===== config.mk =====
export PLATFORM = sky130hd
export DESIGN_NAME = road_ghost_filter
export DESIGN_NICKNAME = d
export VERILOG_FILES = /design/src/rtl/rgf_pkg.sv /design/src/rtl/rgf_ghost_cmp.sv /design/src/rtl/rgf_road_store.sv /design/src/rtl/rgf_ctrl.sv /design/src/rtl/road_ghost_filter.sv
export SDC_FILE = /design/constraint.sdc
export NUM_CORES = 2
export LEC_CHECK = 0
export BUFFER_PORTS_ARGS = -buffer_cell sky130_fd_sc_hd__buf_2
export CORE_UTILIZATION = 54
export DETAILED_ROUTE_END_ITERATION = 7
export PLACE_DENSITY = 0.77
export SETUP_SLACK_MARGIN = 0.4
export SKIP_LAST_GASP = 1
export SLEW_MARGIN = 20
export SYNTH_ARGS = -nofsm -noshare
export SYNTH_HDL_FRONTEND = slang
export SYNTH_HIERARCHICAL = 1
export SYNTH_SLANG_ARGS = --single-unit

===== constraint.sdc =====
create_clock -name clk -period 25.2 [get_ports clk]
set_input_delay 3.78 -clock clk [delete_from_list [all_inputs] [get_ports clk]]
set_output_delay 3.78 -clock clk [all_outputs]
set_load 0.02 [all_outputs]

===== src/rtl/rgf_pkg.sv =====
package rgf_pkg;

    // Controller states of the ghost filter
    typedef enum logic [1:0] {
        ST_COLLECT = 2'd0,
        ST_BYPASS  = 2'd1,
        ST_DRAIN   = 2'd2,
        ST_MARK    = 2'd3
    } rgf_state_e;

endpackage


===== src/rtl/rgf_ghost_cmp.sv =====
// Compares one candidate road with one stored road.
module rgf_ghost_cmp #(
    parameter int LAYERS = 8,
    parameter int CODE_W = 15,
    localparam int FIELD_W = CODE_W + 1,
    localparam int ROAD_W  = LAYERS * FIELD_W,
    localparam int CNT_W   = $clog2(LAYERS + 1)
) (
    input  logic [ROAD_W-1:0] cand_road,
    input  logic [ROAD_W-1:0] kept_road,
    input  logic              kept_live,
    output logic              ghost,
    output logic              cand_wins
);

    logic [LAYERS-1:0] cand_empty;
    logic [LAYERS-1:0] kept_empty;
    logic [LAYERS-1:0] differs;
    logic [CNT_W-1:0]  n_diff;
    logic [CNT_W-1:0]  cand_fill;
    logic [CNT_W-1:0]  kept_fill;
    logic              single_empty_diff;

    for (genvar k = 0; k < LAYERS; k++) begin : g_layer
        assign cand_empty[k] = cand_road[k*FIELD_W + CODE_W];
        assign kept_empty[k] = kept_road[k*FIELD_W + CODE_W];
        // codes of empty layers never take part in the match
        assign differs[k] = (cand_empty[k] != kept_empty[k]) ||
                            (!cand_empty[k] &&
                             (cand_road[k*FIELD_W +: CODE_W] != kept_road[k*FIELD_W +: CODE_W]));
    end

    assign n_diff    = CNT_W'($countones(differs));
    assign cand_fill = CNT_W'($countones(~cand_empty));
    assign kept_fill = CNT_W'($countones(~kept_empty));

    assign single_empty_diff = (n_diff == CNT_W'(1)) &&
                               (|(differs & (cand_empty ^ kept_empty)));

    // identical roads or one-empty-layer neighbours are ghosts
    assign ghost     = kept_live && ((n_diff == '0) || single_empty_diff);
    assign cand_wins = cand_fill > kept_fill;

endmodule


===== src/rtl/rgf_road_store.sv =====
// Flip-flop store of accepted roads for the current event.
module rgf_road_store #(
    parameter int DEPTH  = 16,
    parameter int ROAD_W = 128,
    localparam int IDX_W = $clog2(DEPTH),
    localparam int CNT_W = $clog2(DEPTH + 1)
) (
    input  logic                          clk,
    input  logic                          rst_n,
    input  logic                          flush,
    input  logic                          append,
    input  logic                          replace,
    input  logic [IDX_W-1:0]              replace_idx,
    input  logic [ROAD_W-1:0]             wr_road,
    input  logic [IDX_W-1:0]              rd_idx,
    output logic [ROAD_W-1:0]             rd_road,
    output logic [DEPTH-1:0][ROAD_W-1:0]  slots,
    output logic [DEPTH-1:0]              live,
    output logic [CNT_W-1:0]              fill_count
);

    always_ff @(posedge clk) begin
        if (!rst_n) begin
            fill_count <= '0;
        end else if (flush) begin
            fill_count <= '0;
        end else if (append) begin
            fill_count <= fill_count + CNT_W'(1);
        end
    end

    for (genvar i = 0; i < DEPTH; i++) begin : g_slot
        always_ff @(posedge clk) begin
            if (append && (fill_count == CNT_W'(i))) begin
                slots[i] <= wr_road;
            end else if (replace && (replace_idx == IDX_W'(i))) begin
                slots[i] <= wr_road;
            end
        end
        assign live[i] = CNT_W'(i) < fill_count;
    end

    assign rd_road = slots[rd_idx];

endmodule


===== src/rtl/rgf_ctrl.sv =====
// Event controller: collect, bypass on full, drain, end-of-event marker.
module rgf_ctrl
    import rgf_pkg::*;
#(
    parameter int DEPTH  = 16,
    parameter int ROAD_W = 128,
    localparam int IDX_W = $clog2(DEPTH),
    localparam int CNT_W = $clog2(DEPTH + 1)
) (
    input  logic              clk,
    input  logic              rst_n,
    input  logic              in_valid,
    input  logic              in_eoe,
    input  logic [ROAD_W-1:0] in_road,
    output logic              in_ready,
    input  logic              out_ready,
    output logic              out_valid,
    output logic              out_eoe,
    output logic [ROAD_W-1:0] out_road,
    input  logic [CNT_W-1:0]  fill_count,
    input  logic              any_ghost,
    input  logic              cand_loses,
    input  logic [ROAD_W-1:0] rd_road,
    output logic [IDX_W-1:0]  rd_idx,
    output logic              append,
    output logic              replace,
    output logic              flush,
    output logic              overflow
);

    rgf_state_e        state;
    rgf_state_e        state_nx;
    logic [IDX_W-1:0]  rd_q;
    logic [ROAD_W-1:0] byp_q;
    logic              ovf_q;
    logic              take_road;
    logic              take_eoe;
    logic              full;
    logic              last_slot;

    assign full      = fill_count == CNT_W'(DEPTH);
    assign take_road = in_valid && in_ready && !in_eoe;
    assign take_eoe  = in_valid && in_ready && in_eoe;
    assign last_slot = (CNT_W'(rd_q) + CNT_W'(1)) == fill_count;

    // state register
    always_ff @(posedge clk) begin
        if (!rst_n) begin
            state <= ST_COLLECT;
        end else begin
            state <= state_nx;
        end
    end

    // transitions
    always_comb begin
        state_nx = state;
        unique case (state)
            ST_COLLECT: begin
                if (take_eoe) begin
                    state_nx = (fill_count == '0) ? ST_MARK : ST_DRAIN;
                end else if (take_road && full) begin
                    state_nx = ST_BYPASS;
                end
            end
            ST_BYPASS: if (out_ready) state_nx = ST_COLLECT;
            ST_DRAIN:  if (out_ready && last_slot) state_nx = ST_MARK;
            ST_MARK:   if (out_ready) state_nx = ST_COLLECT;
            default:   state_nx = ST_COLLECT;
        endcase
    end

    // outputs
    always_comb begin
        in_ready  = 1'b0;
        out_valid = 1'b0;
        out_eoe   = 1'b0;
        out_road  = '0;
        append    = 1'b0;
        replace   = 1'b0;
        flush     = 1'b0;
        unique case (state)
            ST_COLLECT: begin
                in_ready = 1'b1;
                append   = take_road && !full && !any_ghost;
                replace  = take_road && !full && any_ghost && !cand_loses;
            end
            ST_BYPASS: begin
                out_valid = 1'b1;
                out_road  = byp_q;
            end
            ST_DRAIN: begin
                out_valid = 1'b1;
                out_road  = rd_road;
            end
            ST_MARK: begin
                out_valid = 1'b1;
                out_eoe   = 1'b1;
                flush     = out_ready;
            end
            default: ;
        endcase
    end

    // datapath registers
    always_ff @(posedge clk) begin
        if (!rst_n) begin
            rd_q  <= '0;
            byp_q <= '0;
            ovf_q <= 1'b0;
        end else begin
            unique case (state)
                ST_COLLECT: begin
                    if (take_road && full) begin
                        byp_q <= in_road;
                        ovf_q <= 1'b1;
                    end
                    if (take_eoe) rd_q <= '0;
                end
                ST_DRAIN: begin
                    if (out_ready && !last_slot) rd_q <= rd_q + IDX_W'(1);
                end
                ST_MARK: begin
                    if (out_ready) ovf_q <= 1'b0;
                end
                default: ;
            endcase
        end
    end

    assign rd_idx   = rd_q;
    assign overflow = ovf_q;

endmodule


===== src/rtl/road_ghost_filter.sv =====
// Top: parallel ghost comparison against every stored road.
module road_ghost_filter #(
    parameter int LAYERS = 8,
    parameter int CODE_W = 15,
    parameter int DEPTH  = 16,
    localparam int ROAD_W = LAYERS * (CODE_W + 1),
    localparam int IDX_W  = $clog2(DEPTH),
    localparam int CNT_W  = $clog2(DEPTH + 1)
) (
    input  logic              clk,
    input  logic              rst_n,
    input  logic              in_valid,
    output logic              in_ready,
    input  logic              in_eoe,
    input  logic [ROAD_W-1:0] in_road,
    output logic              out_valid,
    input  logic              out_ready,
    output logic              out_eoe,
    output logic [ROAD_W-1:0] out_road,
    output logic              out_overflow
);

    logic [DEPTH-1:0][ROAD_W-1:0] slots;
    logic [DEPTH-1:0]             live;
    logic [DEPTH-1:0]             ghost_vec;
    logic [DEPTH-1:0]             wins_vec;
    logic [CNT_W-1:0]             fill_count;
    logic [IDX_W-1:0]             pick_idx;
    logic [IDX_W-1:0]             rd_idx;
    logic [ROAD_W-1:0]            rd_road;
    logic                         any_ghost;
    logic                         cand_loses;
    logic                         append;
    logic                         replace;
    logic                         flush;

    for (genvar i = 0; i < DEPTH; i++) begin : g_cmp
        rgf_ghost_cmp #(
            .LAYERS (LAYERS),
            .CODE_W (CODE_W)
        ) u_cmp (
            .cand_road (in_road),
            .kept_road (slots[i]),
            .kept_live (live[i]),
            .ghost     (ghost_vec[i]),
            .cand_wins (wins_vec[i])
        );
    end

    // lowest-index ghost is the one a better candidate overwrites
    always_comb begin
        pick_idx = '0;
        for (int i = DEPTH - 1; i >= 0; i--) begin
            if (ghost_vec[i]) pick_idx = IDX_W'(i);
        end
    end

    assign any_ghost  = |ghost_vec;
    assign cand_loses = |(ghost_vec & ~wins_vec);

    rgf_road_store #(
        .DEPTH  (DEPTH),
        .ROAD_W (ROAD_W)
    ) u_store (
        .clk         (clk),
        .rst_n       (rst_n),
        .flush       (flush),
        .append      (append),
        .replace     (replace),
        .replace_idx (pick_idx),
        .wr_road     (in_road),
        .rd_idx      (rd_idx),
        .rd_road     (rd_road),
        .slots       (slots),
        .live        (live),
        .fill_count  (fill_count)
    );

    rgf_ctrl #(
        .DEPTH  (DEPTH),
        .ROAD_W (ROAD_W)
    ) u_ctrl (
        .clk        (clk),
        .rst_n      (rst_n),
        .in_valid   (in_valid),
        .in_eoe     (in_eoe),
        .in_road    (in_road),
        .in_ready   (in_ready),
        .out_ready  (out_ready),
        .out_valid  (out_valid),
        .out_eoe    (out_eoe),
        .out_road   (out_road),
        .fill_count (fill_count),
        .any_ghost  (any_ghost),
        .cand_loses (cand_loses),
        .rd_road    (rd_road),
        .rd_idx     (rd_idx),
        .append     (append),
        .replace    (replace),
        .flush      (flush),
        .overflow   (out_overflow)
    );

endmodule


# Yosys cells after proc, flatten, opt, wreduce, memory -nomap -nowiden

Cells that the tools add are included.

Bits in registers: 2188
Output and inout bits: 132
Word-level logic and storage cells: 1144

Add/subtract/negate cells: 234
Order comparisons: 33
Eq/ne operators: 314
Multiplexer cells: 69
Bitwise operators: 52
Reduce and logical (&&, ||, !) cells: 421

Operator list:

| operator                                                               | count |
|---|---|
| 128-bit 2-to-1 mux                                                     | 33 |
| 15-bit inequality test                                                 | 128 |
| 128-bit binary-select mux with 4-bit select                            | 1 |
| 4-bit adder                                                            | 99 |
| 1-bit by 1-bit adder with 2-bit output                                 | 132 |
| 128-bit case mux with 2 select lines                                   | 1 |
| 1-bit logical AND                                                      | 202 |
| 1-bit logical OR                                                       | 144 |
| 8-bit inverter                                                         | 17 |
| 8-bit AND                                                              | 16 |
| 1-bit inequality test                                                  | 128 |
| 8-bit OR reduction                                                     | 16 |
| 8-bit bitwise XOR                                                      | 16 |
| 4-bit 2-to-1 mux                                                       | 18 |
| 4-bit by 1-bit equality test with 1-bit output (second input constant) | 17 |
| 4-bit zero test                                                        | 17 |
| 4-bit greater-than comparator                                          | 16 |
| 5-bit by 4-bit equality test with 1-bit output (second input constant) | 8 |
| 4-bit by 5-bit < comparator with 1-bit output (first input constant)   | 8 |
| 2-bit nonzero test                                                     | 18 |
| 4-bit equality test (second input constant)                            | 8 |
| 16-bit OR reduction                                                    | 2 |
| 5-bit by 3-bit equality test with 1-bit output (second input constant) | 4 |
| 3-bit by 5-bit < comparator with 1-bit output (first input constant)   | 4 |
| other kinds (32)                                                       | 70 |

# Logic depth before layout (Yosys ltp)

Depth after elaboration: 30
Depth in mapped cells: 24
Gate-level depth less buffers: 23

# Cells and area by module

The synthesis kept the hierarchy.

Modules (own cells, without submodules):

| module                               | instances | cells an instance | area an instance (um^2) | sequential area each (um^2) |
|---|---|---|---|---|
| rgf_road_store                       | 1         | 3101              | 77700.8                 | 61599.1 |
| rgf_ghost_cmp at g_cmp[15].u_cmp ... | 10        | 249               | 2038.2                  | 0.0 |
| rgf_ghost_cmp at g_cmp[0].u_cmp ...  | 6         | 249               | 2063.2                  | 0.0 |
| rgf_ctrl                             | 1         | 938               | 7134.3                  | 2702.6 |
| road_ghost_filter                    | 1         | 55                | 286.5                   | 0.0 |

# Worst setup path before layout

No wires, ideal clock.

Kind: input-to-reg
Start point: in in_road[6]
End point: reg u_store/slots[128] (netlist name), enable pin
Library setup time: 0.810 ns
Data arrival time: 17.610 ns
Setup slack: 6.780 ns
Stages on the path: 22
Cells stage by stage: xnor2_1 -> nand4_1 -> nor4_1 -> a21oi_1 -> fa_1 -> inv_1 -> fa_1 -> inv_1 -> fa_1 -> ha_1 -> inv_1 -> fa_1 -> a211oi_1 -> mux2_2 -> nand3_1 -> a31oi_1 -> inv_1 -> o21ai_0 -> a221oi_1 -> o31ai_1 -> inv_1 -> o32ai_1

RTL lines:

| item                                                         | line                    | source |
|---|---|---|
| from (decl)                                                  | road_ghost_filter.sv:15 | `input logic [ROAD_W-1:0] in_road,` |
| 15-bit inequality test (*)                                   | rgf_ghost_cmp.sv:30     | `(cand_road[k*FIELD_W +: CODE_W] != kept_road[k*FIELD_W +: CODE_W]));` |
| 1-bit logical AND (*)                                        | rgf_ghost_cmp.sv:29     | `(!cand_empty[k] &&` |
| 1-bit logical OR (*)                                         | rgf_ghost_cmp.sv:28     | `assign differs[k] = (cand_empty[k] != kept_empty[k]) \|\|` |
| 1-bit by 1-bit adder with 2-bit output (not written as such) | rgf_ghost_cmp.sv:33     | `assign n_diff = CNT_W'($countones(differs));` |
| 4-bit adder (not written as such) (2 in a row)               | rgf_ghost_cmp.sv:33     |  |
| 4-bit by 1-bit equality test with 1-bit output               | rgf_ghost_cmp.sv:37     | `assign single_empty_diff = (n_diff == CNT_W'(1)) &&` |
| 1-bit logical AND                                            | rgf_ghost_cmp.sv:37     |  |
| 1-bit logical OR (*)                                         | rgf_ghost_cmp.sv:41     | `assign ghost = kept_live && ((n_diff == '0) \|\| single_empty_diff);` |
| 1-bit logical AND (*)                                        | rgf_ghost_cmp.sv:41     |  |
| via ghost_vec[13]                                            | road_ghost_filter.sv:25 | `logic [DEPTH-1:0] ghost_vec;` |
| 4-bit 2-to-1 mux (*) (14 in a row)                           | road_ghost_filter.sv:54 | `if (ghost_vec[i]) pick_idx = IDX_W'(i);` |
| via pick_idx[0]                                              | road_ghost_filter.sv:28 | `logic [IDX_W-1:0] pick_idx;` |
| 4-bit by 1-bit equality test with 1-bit output (*)           | rgf_road_store.sv:36    | `end else if (replace && (replace_idx == IDX_W'(i))) begin` |
| 1-bit logical AND (*)                                        | rgf_road_store.sv:36    |  |
| 2-bit nonzero test (no line) (*)                             | --                      |  |
| to (signal, indexed assignment)                              | rgf_road_store.sv:35    | `slots[i] <= wr_road;` |
| to (signal, indexed assignment)                              | rgf_road_store.sv:37    | `slots[i] <= wr_road;` |
| to (decl)                                                    | rgf_road_store.sv:17    | `output logic [DEPTH-1:0][ROAD_W-1:0] slots,` |

The timed path passes the listed nets; every way through them passes the cells marked *.
A chain may end at the register's enable or synchronous reset.

# Worst setup path after layout

Start point: in in_road[13]
End point: reg u_store/slots[2045] (netlist name), enable pin

RTL lines:

| item                                                         | line |
|---|---|
| 15-bit inequality test (*)                                   | rgf_ghost_cmp.sv:30 |
| 1-bit logical AND (*)                                        | rgf_ghost_cmp.sv:29 |
| 1-bit logical OR (*)                                         | rgf_ghost_cmp.sv:28 |
| 1-bit by 1-bit adder with 2-bit output (not written as such) | rgf_ghost_cmp.sv:33 |
| 4-bit adder (not written as such) (2 in a row)               | rgf_ghost_cmp.sv:33 |
| 4-bit by 1-bit equality test with 1-bit output               | rgf_ghost_cmp.sv:37 |
| 1-bit logical AND                                            | rgf_ghost_cmp.sv:37 |
| 1-bit logical OR (*)                                         | rgf_ghost_cmp.sv:41 |
| 1-bit logical AND (*)                                        | rgf_ghost_cmp.sv:41 |
| via ghost_vec[13]                                            | road_ghost_filter.sv:25 |
| 4-bit 2-to-1 mux (*) (14 in a row)                           | road_ghost_filter.sv:54 |
| via pick_idx[0]                                              | road_ghost_filter.sv:28 |
| 4-bit equality test (*)                                      | rgf_road_store.sv:36 |
| 1-bit logical AND (*)                                        | rgf_road_store.sv:36 |
| 2-bit nonzero test (no line) (*)                             | -- |

Marked as above.

==> run_results.csv <==
group,metric,value,unit
run_status,outcome,"finished clean",
timing,drv_slew,0,
yosys,ys_types,60,
cells_and_area,final_cell_mix,"edfxtp_1 (2048), xnor2_1 (1820), mux4_2 (583)",
yosys,postSynth.asyncResetShare,0,
drt,via_per_inst,6.601,
floorplanning,pin_count,265,
worst_hold_path,min_from,"u_ctrl/byp_q[120]",
timing,worst_slack,12.37,ns
yosys,synth-edff-count,2048,
cells_and_area,multi_input_area,51170,um^2
worst_setup_path,required,25.68,ns
cells_and_area,register_area,64320,um^2
yosys,synth_seq_cells,2188,
timing,fmax,77.96,MHz
power_and_ir_drop,power-per-cell-area,66.70,nW/um^2
cells_and_area,nets,8983,
clocking,cts_setup_buffers,0,
cells_and_area,stdcell_count,11500,
worst_hold_path,hold_path.class,"reg -> reg",
worst_setup_path,critPathMaxFanout,49,
global_route,grt_start_max_net_pins,124,
placed_design,placed_area,122900,um^2
yosys,avgSynthCellArea,14.59,um^2
timing,period_needed,12.83,ns
run,drv_cap,0,
clocking,cts_buffers,223,
drt,drc,0,
timing,setup_viol,0,
cells_and_area,drive_gt1_frac,0.1593,
floorplanning,rows,171,
yosys,syn_area,117900,um^2
placed_design,hpwl,251800,um
placed_design,portBuffers,264,
clocking,clk_pin_slew_worst_paths,0.06,ns
clocking,cts_tree,"yes",
worst_setup_path,regToRegSetupSlack,15.23,ns
timing,skew,0.08568,ns
drt,drt-initial-drc-count,10580,
power_and_ir_drop,cellLeakagePower,40.49,nW
floorplanning,initial_core_util,0.5434,
drt,antenna_left,0,
worst_setup_path,path_class,"in -> reg",
clocking,cts_resized,0,
global_route,grt_antenna_before_repair,31,
floorplanning,core_area,217000,um^2
drt,wire_per_inst,32.71,um
timing,period_share,0.5090,
global_route,gr-total-overflow,0,
placed_design,pre_cts_ws,12.01,ns
yosys,yosysWarnings,6,
clocking,clkSinkCount,2188,
cells_and_area,layout_commonest_cell,"edfxtp_1",
timing,relSlewSlack,0.07224,
worst_setup_path,end_kind,"flop",
worst_hold_path,min_to,"u_ctrl/byp_q[120]",
worst_setup_path,worstReg2RegStart,"u_store/slots[1679]",
placed_design,place.gp.congestion,1.013,
drt,dr.pass1.iters,6,
yosys,netlist_instances,8078,
worst_setup_path,arrival,13.31,ns
yosys,synth_flop_cell,"edfxtp_1",
timing,worst_pin_slew,1.380,ns
global_route,grtUsageTotal,0.3371,
floorplanning,fp.dieW,469.2,um
yosys,synth_fp_nets,8619,
drt,vias,75920,
cells_and_area,final_area,130500,um^2
clocking,clock_path_buffers,3,
cells_and_area,area_growth_syn_to_layout,10.72,%
cells_and_area,fillerInstances,16220,
clocking,clock_latency,0.94,ns
clocking,cts-root-buf,"clkbuf_16",
placed_design,dp.cells,11070,
timing,whs,0.4539,ns
clocking,hold_buffers,0,
floorplanning,die_height,469.2,um
timing,hold_violations,0,
timing,rsz0062_at_grt,"no",
worst_setup_path,reg2reg_depth,23,
clocking,h-tree-depth,4,
global_route,first_global_vias,74030,
worst_setup_path,r2r-end,"u_store/slots[2045]",
floorplanning,die_area,220200,um^2
drt,routed_wl,376100,um
worst_hold_path,min_path_cells,2,
power_and_ir_drop,vdd.ir_drop.worst,0.07442,mV
yosys,seq_area_frac_synth,0.5455,
worst_setup_path,cp-start-kind,"primary input",
timing,fin_setup_tns,0,ns
global_route,grt_pass1_wl,536100,um
==> per-layer routing <==
layer | track usage | part of all wire
met1 | 0.4670 | 0.38
met2 | 0.5195 | 0.46
met3 | 0.07327 | 0.11
met4 | 0.1362 | 0.045
met5 | 0 | 0.00044
==> through the flow <==
| stage | total power [mW] | utilization |
|---|---|---|
| floorplan | 4.884 | - |
| global placement | 5.289 | 0.5664 |
| detailed placement | 5.327 | 0.5665 |
| CTS | 8.718 | 0.6015 |
| global route | 8.939 | 0.6016 |
| finish | 8.706 | 0.6016 |
==> worst max path at each step <==
stage	cells after the start	end	slack, ns	startpoint
after floorplan	22	u_store/slots[128]	6.78	in_road[6]
after global placement	25	u_store/slots[1313]	12.17	in_road[55]
after detailed placement	25	u_store/slots[1320]	12.01	in_road[55]
after CTS	25	u_store/slots[1316]	12.90	in_road[55]
after global routing	24	u_store/slots[2045]	12.35	in_road[2]
final	24	u_store/slots[2045]	12.37	in_road[13]
==> where the power goes <==
| group | internal [mW] | switching (mW) | total (mW) |
|---|---|---|---|
| Combinational | 0.466 | 0.728 | 1.19 |
| Sequential | 4.03 | 0.0469 | 4.08 |
| Clock | 1.96 | 1.48 | 3.43 |
| Total | 6.45 | 2.25 | 8.71 |
==> cell type report <==
cell class,count,share of cell area
clock inverter,120,0.01164
multi-input combinational,5255,0.3921
inverter,381,0.01103
timing repair buffer,393,0.01846
antenna,11,0.0002109
clock buffer,299,0.04648
tap,2854,0.02736
sequential,2188,0.4928
==> critical path, cell delays in order <==
cell and delay (ns):
buf_2 0.57, xnor2_1 0.28, nand4_1 0.22, nor4_1 1.06, a21oi_1 0.17, fa_1 0.59, inv_1 0.05, fa_1 0.55
inv_1 0.07, fa_1 0.55, ha_1 0.19, inv_1 0.06, fa_1 0.38, a211oi_1 0.25, mux2_2 0.20, nand3_1 0.08
a31oi_1 0.38, inv_1 0.20, o21ai_0 0.16, a221oi_1 0.13, o31ai_1 0.96, nand3_1 0.56, o22ai_4 0.82, buf_4 0.91
==> cell families after synthesis <==
group / count (synthesis) / share of synthesized area
simple gates: 1456 / 0.06693
xor+xnor: 2088 / 0.1551
flops: 2188 / 0.5455
mux: 648 / 0.1170
fa+ha+maj: 408 / 0.05553
compound gates: 655 / 0.03655
buf+inv: 635 / 0.02341
==> Yosys cell counts, types with 3 or more instances <==
cell / count / area (um^2)
edfxtp_1: 2048 / 61500
xnor2_1: 1820 / 15940
mux4_2: 583 / 13130
nand4_1: 517 / 3234
inv_1: 379 / 1423
nand2_1: 342 / 1284
xor2_1: 268 / 2347
a21oi_1: 240 / 1201
ha_1: 216 / 2703
nor2b_1: 201 / 1257
fa_1: 192 / 3844
nor4_1: 145 / 907.1
dfxtp_1: 140 / 2803
nor2_1: 137 / 514.2
a22oi_1: 128 / 960.9
clkbuf_1: 112 / 420.4
buf_2: 63 / 315.3
mux2i_1: 59 / 590.6
nor3_1: 49 / 245.2
buf_4: 46 / 345.3
a211oi_1: 45 / 337.8
a21boi_1: 43 / 322.8
o21ai_0: 43 / 215.2
nand3_1: 27 / 135.1
a31oi_1: 23 / 143.9
o22ai_1: 23 / 143.9
o31ai_1: 22 / 165.2
a21boi_0: 20 / 150.1
a21o_1: 17 / 127.6
buf_1: 16 / 60.06
buf_6: 16 / 180.2
o221ai_1: 13 / 113.9
o32ai_2: 12 / 195.2
nand2b_1: 11 / 68.82
and4_1: 10 / 87.58
o21a_1: 9 / 67.56
mux2_2: 6 / 67.56
a221oi_1: 4 / 35.03
o32ai_1: 4 / 35.03
nand4b_1: 3 / 26.28
o21bai_1: 3 / 22.52
or3_1: 3 / 18.77
==> sequential cells by signal, indices dropped and copies added, names as in the netlist <==
signal and flops:
u_ctrl/overflow 1, u_store/slots 2048, u_store/fill_count 5, u_ctrl/state 2
u_ctrl/byp_q 128, u_ctrl/rd_idx 4
Power figures use the tool's default switching activity.
